<file path="src/rtl/can_bt_pkg.sv">
package can_bt_pkg;
  typedef enum logic [1:0] {
    SEG_SYNC = 2'd0,
    SEG_PROP = 2'd1,
    SEG_PH1  = 2'd2,
    SEG_PH2  = 2'd3
  } seg_e;
endpackage

</file>
<file path="src/rtl/cbt_prescaler.sv">
module cbt_prescaler #(
  parameter int BRP_W = 6
) (
  input  logic             clk,
  input  logic             rst,
  input  logic             clr,
  input  logic [BRP_W-1:0] brp,
  output logic             tq_tick
);
  localparam int CNT_W = BRP_W + 1;

  logic [CNT_W-1:0] cnt;
  logic [CNT_W-1:0] lim;

  // quantum = 2*(brp+1) clocks -> terminal count 2*brp+1
  assign lim     = {brp, 1'b1};
  assign tq_tick = (cnt == lim);

  always_ff @(posedge clk) begin
    if (rst || clr)   cnt <= '0;
    else if (tq_tick) cnt <= '0;
    else              cnt <= cnt + 1'b1;
  end
endmodule

</file>
<file path="src/rtl/cbt_rx_sync.sv">
module cbt_rx_sync #(
  parameter int STAGES = 2
) (
  input  logic clk,
  input  logic rst,
  input  logic rx_in,
  output logic rx_lvl,
  output logic rx_fall
);
  logic [STAGES-1:0] sync_q;
  logic              prev_q;

  always_ff @(posedge clk) begin
    if (rst) begin
      sync_q <= '1;
      prev_q <= 1'b1;
    end else begin
      sync_q <= {sync_q[STAGES-2:0], rx_in};
      prev_q <= sync_q[STAGES-1];
    end
  end

  assign rx_lvl  = sync_q[STAGES-1];
  assign rx_fall = prev_q & ~sync_q[STAGES-1];
endmodule

</file>
<file path="src/rtl/cbt_seg_ctrl.sv">
module cbt_seg_ctrl
  import can_bt_pkg::*;
#(
  parameter int SEG_W = 3,
  parameter int SJW_W = 2
) (
  input  logic             clk,
  input  logic             rst,
  input  logic             tq_tick,
  input  logic             rx_fall,
  input  logic             rx_lvl,
  input  logic             bus_idle,
  input  logic             tx_dominant,
  input  logic [SEG_W-1:0] cfg_prop,
  input  logic [SEG_W-1:0] cfg_ph1,
  input  logic [SEG_W-1:0] cfg_ph2,
  input  logic [SJW_W-1:0] cfg_sjw,
  output logic             restart,
  output logic             sample_stb,
  output logic             sample_bit,
  output logic             bit_start
);
  localparam int LEN_W = SEG_W + 2;

  seg_e             seg;
  logic [LEN_W-1:0] q, ext, shr;
  logic             resynced;

  logic [LEN_W-1:0] prop_len, sjw_len, e_late, r_early, ext_late;
  logic [LEN_W-1:0] ext_eff, shr_eff, seg_len;
  logic             resync_ok, late_ev, early_ev, shrink_ev, hard_ev;
  logic             last_q, end_bit, sample_now;

  always_comb begin
    prop_len  = LEN_W'(cfg_prop) + 1'b1;
    sjw_len   = LEN_W'(cfg_sjw) + 1'b1;
    resync_ok = rx_fall && !bus_idle && !resynced;
    late_ev   = resync_ok && (seg == SEG_PROP || seg == SEG_PH1);
    early_ev  = resync_ok && (seg == SEG_PH2) && !tx_dominant;
    hard_ev   = rx_fall && bus_idle;
    e_late    = (seg == SEG_PROP) ? q + 1'b1 : prop_len + q + 1'b1;
    ext_late  = (e_late > sjw_len) ? sjw_len : e_late;
    ext_eff   = late_ev ? ext_late : ext;
    r_early   = LEN_W'(cfg_ph2) + 1'b1 - shr - q;
    shrink_ev = early_ev && (r_early > sjw_len);
    shr_eff   = shrink_ev ? sjw_len : shr;
    restart   = hard_ev || (early_ev && (r_early <= sjw_len));
    case (seg)
      SEG_SYNC: seg_len = LEN_W'(1);
      SEG_PROP: seg_len = prop_len;
      SEG_PH1:  seg_len = LEN_W'(cfg_ph1) + 1'b1 + ext_eff;
      default:  seg_len = LEN_W'(cfg_ph2) + 1'b1 - shr_eff;
    endcase
    last_q     = (q == seg_len - 1'b1);
    end_bit    = tq_tick && (seg == SEG_PH2) && last_q && !restart;
    sample_now = tq_tick && (seg == SEG_PH1) && last_q && !restart;
  end

  always_ff @(posedge clk) begin
    if (rst) begin
      seg        <= SEG_SYNC;
      q          <= '0;
      ext        <= '0;
      shr        <= '0;
      resynced   <= 1'b0;
      sample_stb <= 1'b0;
      sample_bit <= 1'b1;
      bit_start  <= 1'b0;
    end else begin
      bit_start  <= restart || end_bit;
      sample_stb <= sample_now;
      if (sample_now) sample_bit <= rx_lvl;
      if (restart) begin
        seg      <= SEG_SYNC;
        q        <= '0;
        ext      <= '0;
        shr      <= '0;
        resynced <= 1'b0;
      end else begin
        if (late_ev) begin
          ext      <= ext_late;
          resynced <= 1'b1;
        end
        if (shrink_ev) begin
          shr      <= sjw_len;
          resynced <= 1'b1;
        end
        if (tq_tick) begin
          if (!last_q) begin
            q <= q + 1'b1;
          end else begin
            q <= '0;
            case (seg)
              SEG_SYNC: seg <= SEG_PROP;
              SEG_PROP: seg <= SEG_PH1;
              SEG_PH1:  seg <= SEG_PH2;
              default: begin
                seg      <= SEG_SYNC;
                ext      <= '0;
                shr      <= '0;
                resynced <= 1'b0;
              end
            endcase
          end
        end
      end
    end
  end
endmodule

</file>
<file path="src/rtl/can_bit_timer.sv">
module can_bit_timer #(
  parameter int BRP_W = 6,
  parameter int SEG_W = 3,
  parameter int SJW_W = 2
) (
  input  logic             clk,
  input  logic             rst,
  input  logic [BRP_W-1:0] cfg_brp,
  input  logic [SEG_W-1:0] cfg_prop,
  input  logic [SEG_W-1:0] cfg_ph1,
  input  logic [SEG_W-1:0] cfg_ph2,
  input  logic [SJW_W-1:0] cfg_sjw,
  input  logic             bus_idle,
  input  logic             tx_dominant,
  input  logic             rx_in,
  output logic             sample_stb,
  output logic             sample_bit,
  output logic             bit_start
);
  logic tq_tick, restart, rx_lvl, rx_fall;

  cbt_prescaler #(.BRP_W(BRP_W)) presc_i (
    .clk(clk), .rst(rst), .clr(restart), .brp(cfg_brp), .tq_tick(tq_tick)
  );

  cbt_rx_sync #(.STAGES(2)) rxs_i (
    .clk(clk), .rst(rst), .rx_in(rx_in), .rx_lvl(rx_lvl), .rx_fall(rx_fall)
  );

  cbt_seg_ctrl #(.SEG_W(SEG_W), .SJW_W(SJW_W)) seq_i (
    .clk(clk), .rst(rst), .tq_tick(tq_tick), .rx_fall(rx_fall), .rx_lvl(rx_lvl),
    .bus_idle(bus_idle), .tx_dominant(tx_dominant), .cfg_prop(cfg_prop),
    .cfg_ph1(cfg_ph1), .cfg_ph2(cfg_ph2), .cfg_sjw(cfg_sjw), .restart(restart),
    .sample_stb(sample_stb), .sample_bit(sample_bit), .bit_start(bit_start)
  );
endmodule

</file>
<file path="config.mk">
export PLATFORM = sky130hd
export DESIGN_NAME = can_bit_timer
export DESIGN_NICKNAME = d
export VERILOG_FILES = /design/src/rtl/can_bt_pkg.sv /design/src/rtl/cbt_prescaler.sv /design/src/rtl/cbt_rx_sync.sv /design/src/rtl/cbt_seg_ctrl.sv /design/src/rtl/can_bit_timer.sv
export SDC_FILE = /design/constraint.sdc
export NUM_CORES = 1
export LEC_CHECK = 0
export BUFFER_PORTS_ARGS = -buffer_cell sky130_fd_sc_hd__buf_2
export CORE_MARGIN = 1
export CORE_UTILIZATION = 54
export CTS_CLUSTER_SIZE = 16
export DETAILED_ROUTE_END_ITERATION = 12
export PLACE_DENSITY_LB_ADDON = 0.12
export SLEW_MARGIN = 20
export SYNTH_ARGS = -nofsm -noshare
export SYNTH_HDL_FRONTEND = slang
export SYNTH_SLANG_ARGS = --single-unit
</file>
<file path="constraint.sdc">
create_clock -name clk -period 4.9 [get_ports clk]
set_input_delay 0.245 -clock clk [delete_from_list [all_inputs] [get_ports clk]]
set_output_delay 0.245 -clock clk [all_outputs]
set_load 0.02 [all_outputs]
</file>
==> qor.txt <==
Place WS - -456 ps
port buffer count - 24
Fin Hold WS - 138 ps
GR Util All Layers - 25.0%
H-tree depth - 2
DRC Markers - 0
Slew Viols, Final - 0
overflow left after global routing - 0
DRT Pass-1 Iters - 4
routability cong. - 0.858
Routed WL - 6340 um
Rel. slew slack - 59.6%
Rows - 25
final instance area - 3440 um2
final worst setup slack - -384 ps
peak-usage layer in the global routing report - met2
detailed-placement wirelength estimate - 4630 um
DIE WIDTH - 71.9 um
Post-Synthesis Net Count - 370
Compound-Gate Fraction of Synth Area - 14.5%
Final Power - 0.646 mW
DR vias/cell - 5.31
Seq/Total Area, Yosys - 23.5%
Core Util, Final - 72.7%
Placeable Area - 4720 um2
largest net degree at the start of global routing - 15
GR Util met3 - 4.86%
NumNets Final - 436
CP max FO - 5
first-pass GRT wire length - 9830 um
CP startpoint - seq_i.q[0]
sw frac - 28.1%
power share of the clock group - 34.8%
number of synthesized flops with an enable pin - 0
status - finished, violations left
critical path type - register to register
slowest stage delay, CP - 470 ps
initial antenna violation count - 0
Internal - 0.465 mW
Detail Route Antenna Nets - 0
most common library cell in the layout ignoring fill and taps - buf_4
I/O pins - 25
Iteration-0 DRC Markers - 116
hold-fix buffers at CTS - 0
Mean Syn Cell Area - 8.60 um2
Clock Skews - 8.90 ps
XOR/XNOR Fraction of Synth Area - 10.9%
synthesized area - 2640 um2
asr flop ratio synth - 0%
WL/cell - 14.4 um
worst vdd ir - 0.159 mV
fillers - 353
crit path time final - 5280 ps
R2R depth - 27
Syn Inst Count - 307
layout cell share with drive strength beyond 1 - 32.9%
vias in the first global route - 2180
Post-Synth Simple-Gate Area - 20.2%
Arr. time, crit path - 5470 ps
min-delay worst type - input pin to register
top_reg_cell synth - dfxtp_1
post-synth cell types - 51
mux cell area share after synthesis - 3.60%
CP Capture Type - register
TritonCTS Buffers - 5
Seq pwr share - 39.9%
Yosys reg bits - 31
min-delay src - rx_in
violated checks - setup timing
# diodes - 0
CP max stage cell - fa_1
die height - 71.9 um
Multi-input gate area - 2050 um2
Worst-Margin Slew - 606 ps
Cell Pwr Density - 188 nW/um2
MaxCap Viol Count - 0
Global Route met2 Usage - 41.6%
Tcrit/Tclk final - 108%
hold path cells - 2
combinational fraction of design power - 25.3%
Worst setup SP type - register
Syn. warnings - 0
commonest cells after routing, fill and taps aside - buf_4, inv_1, dfxtp_1
Fmax - 0.189 GHz
Placed Area - 3160 um2
DIE AREA - 5170 um2
Req. time, crit path - 5090 ps
met1 global-route usage - 32.4%
Clk Tree Root Cell - clkbuf_8
final hold violations - 0
setup violators final - 21
Switch Pwr - 0.182 mW
Lkg Pwr - 1.57 nW
Synth-to-Final Area Change - 30.1%
RSZ-0062 raised after global routing - yes
post-synthesis adder-cell area fraction - 21.4%
clock buffer depth - 2
clk_lat worst skew - 290 ps
Clock Sinks - 31
main combinational cell family by area after synthesis - adder cells
Worst R2R Start - seq_i.q[0]
vias - 2341
Initial Util - 55.9%
Clock transition at path regs - 70 ps
TritonCTS clock tree - built
register area - 622 um2
-- cells in the mapped netlist, drive strengths merged (2+ instances only) --
cell type / count / area share, %
a21o: 7 / 2.0
a21oi: 13 / 2.6
a31oi: 4 / 0.95
a32oi: 2 / 0.66
and2: 3 / 0.71
and3: 7 / 1.7
clkbuf: 5 / 0.71
dfxtp: 31 / 24
fa: 7 / 5.3
ha: 34 / 16
inv: 33 / 4.7
mux2: 4 / 1.7
mux2i: 5 / 1.9
nand2: 20 / 2.8
nand2b: 4 / 0.95
nand3: 10 / 1.9
nand3b: 3 / 0.85
nand4: 3 / 1.3
nor2: 25 / 4.2
nor2b: 8 / 2.3
nor3: 3 / 0.57
o21ai: 19 / 3.7
o31ai: 2 / 1.1
or2: 4 / 0.95
or3: 3 / 0.90
xnor2: 24 / 8.0
xor2: 9 / 3.0
-- cells by family after synthesis --
kind of cell             count (synthesis)
AO/OA/AOI/OAI                           57
AND/OR/NAND/NOR                         97
buffers and inverters                   39
XOR/XNOR                                33
flip-flops                              31
multiplexers                             9
adder cells (fa/ha/maj)                 41
-- state kept, by name (all words and copies together), names as in the netlist --
signal and flops:
presc_i.cnt 7, seq_i.shr 5, rxs_i.prev_q 1, seq_i.seg 2, seq_i.resynced 1, rxs_i.sync_q 2
seq_i.ext 5, seq_i.sample_stb 1, seq_i.bit_start 1, seq_i.q 5, seq_i.sample_bit 1
-- per-stage QoR --
stage          std cells  TNS [ps]
2_1_floorplan        307     -1170
3_3_place_gp         426     -6450
3_5_place_dp         426     -8100
4_1_cts              440     -4930
5_1_grt              441    -11840
6_report             441     -6250
-- power by group through the flow --
| stage | clock, mW | sequential, mW | combinational [mW] |
|---|---|---|---|
| after floorplan | 0 | 0.263 | 0.0964 |
| after detailed placement | 0 | 0.264 | 0.144 |
| after global placement | 0 | 0.264 | 0.141 |
| final | 0.225 | 0.258 | 0.164 |
| after global routing | 0.245 | 0.258 | 0.178 |
| after CTS | 0.228 | 0.258 | 0.160 |
-- layout make-up --
| class | count | share of cell area [%] |
|---|---|---|
| clock buffer | 7 | 2.80 |
| clock inverter | 1 | 0.218 |
| inverter | 33 | 3.75 |
| multi-input combinational | 237 | 59.8 |
| sequential | 31 | 18.1 |
| tap | 67 | 2.44 |
| timing repair buffer | 65 | 12.9 |
-- worst max-delay path, delay by kind of cell, from the launching register on --
kind	cells	cell delay, ps
adders and majority gates	6	1750
buffers and inverters	4	310
xor gates and xnor gates	1	230
DFF	1	350
and+or+nand+nor	3	370
muxes	2	620
AOI/OAI and AO/OA	11	1540
-- timing repair --
action	CTS	global route
setup buffers	5	3
cloned	1	0
pin swaps	4	4
endpoints found under the setup margin	21	21
gates resized for setup	9	24
-- per-layer routing --
layer	routed length (um)	up-vias	share of wire, %
met1	2860	1094	45
met4	192	0	3.0
met2	3070	52	48
met5	0	-	0
met3	217	17	3.4
li1	-	1178	-
-- worst paths after layout --
check             slack [ps]          endpoint
setup / recovery        -380  seq_i.sample_bit
hold / removal           140   rxs_i.sync_q[0]
setup reg to reg        -380  seq_i.sample_bit
hold reg to reg          420   rxs_i.sync_q[1]
Note: power is estimated with default switching activity, not from simulation.
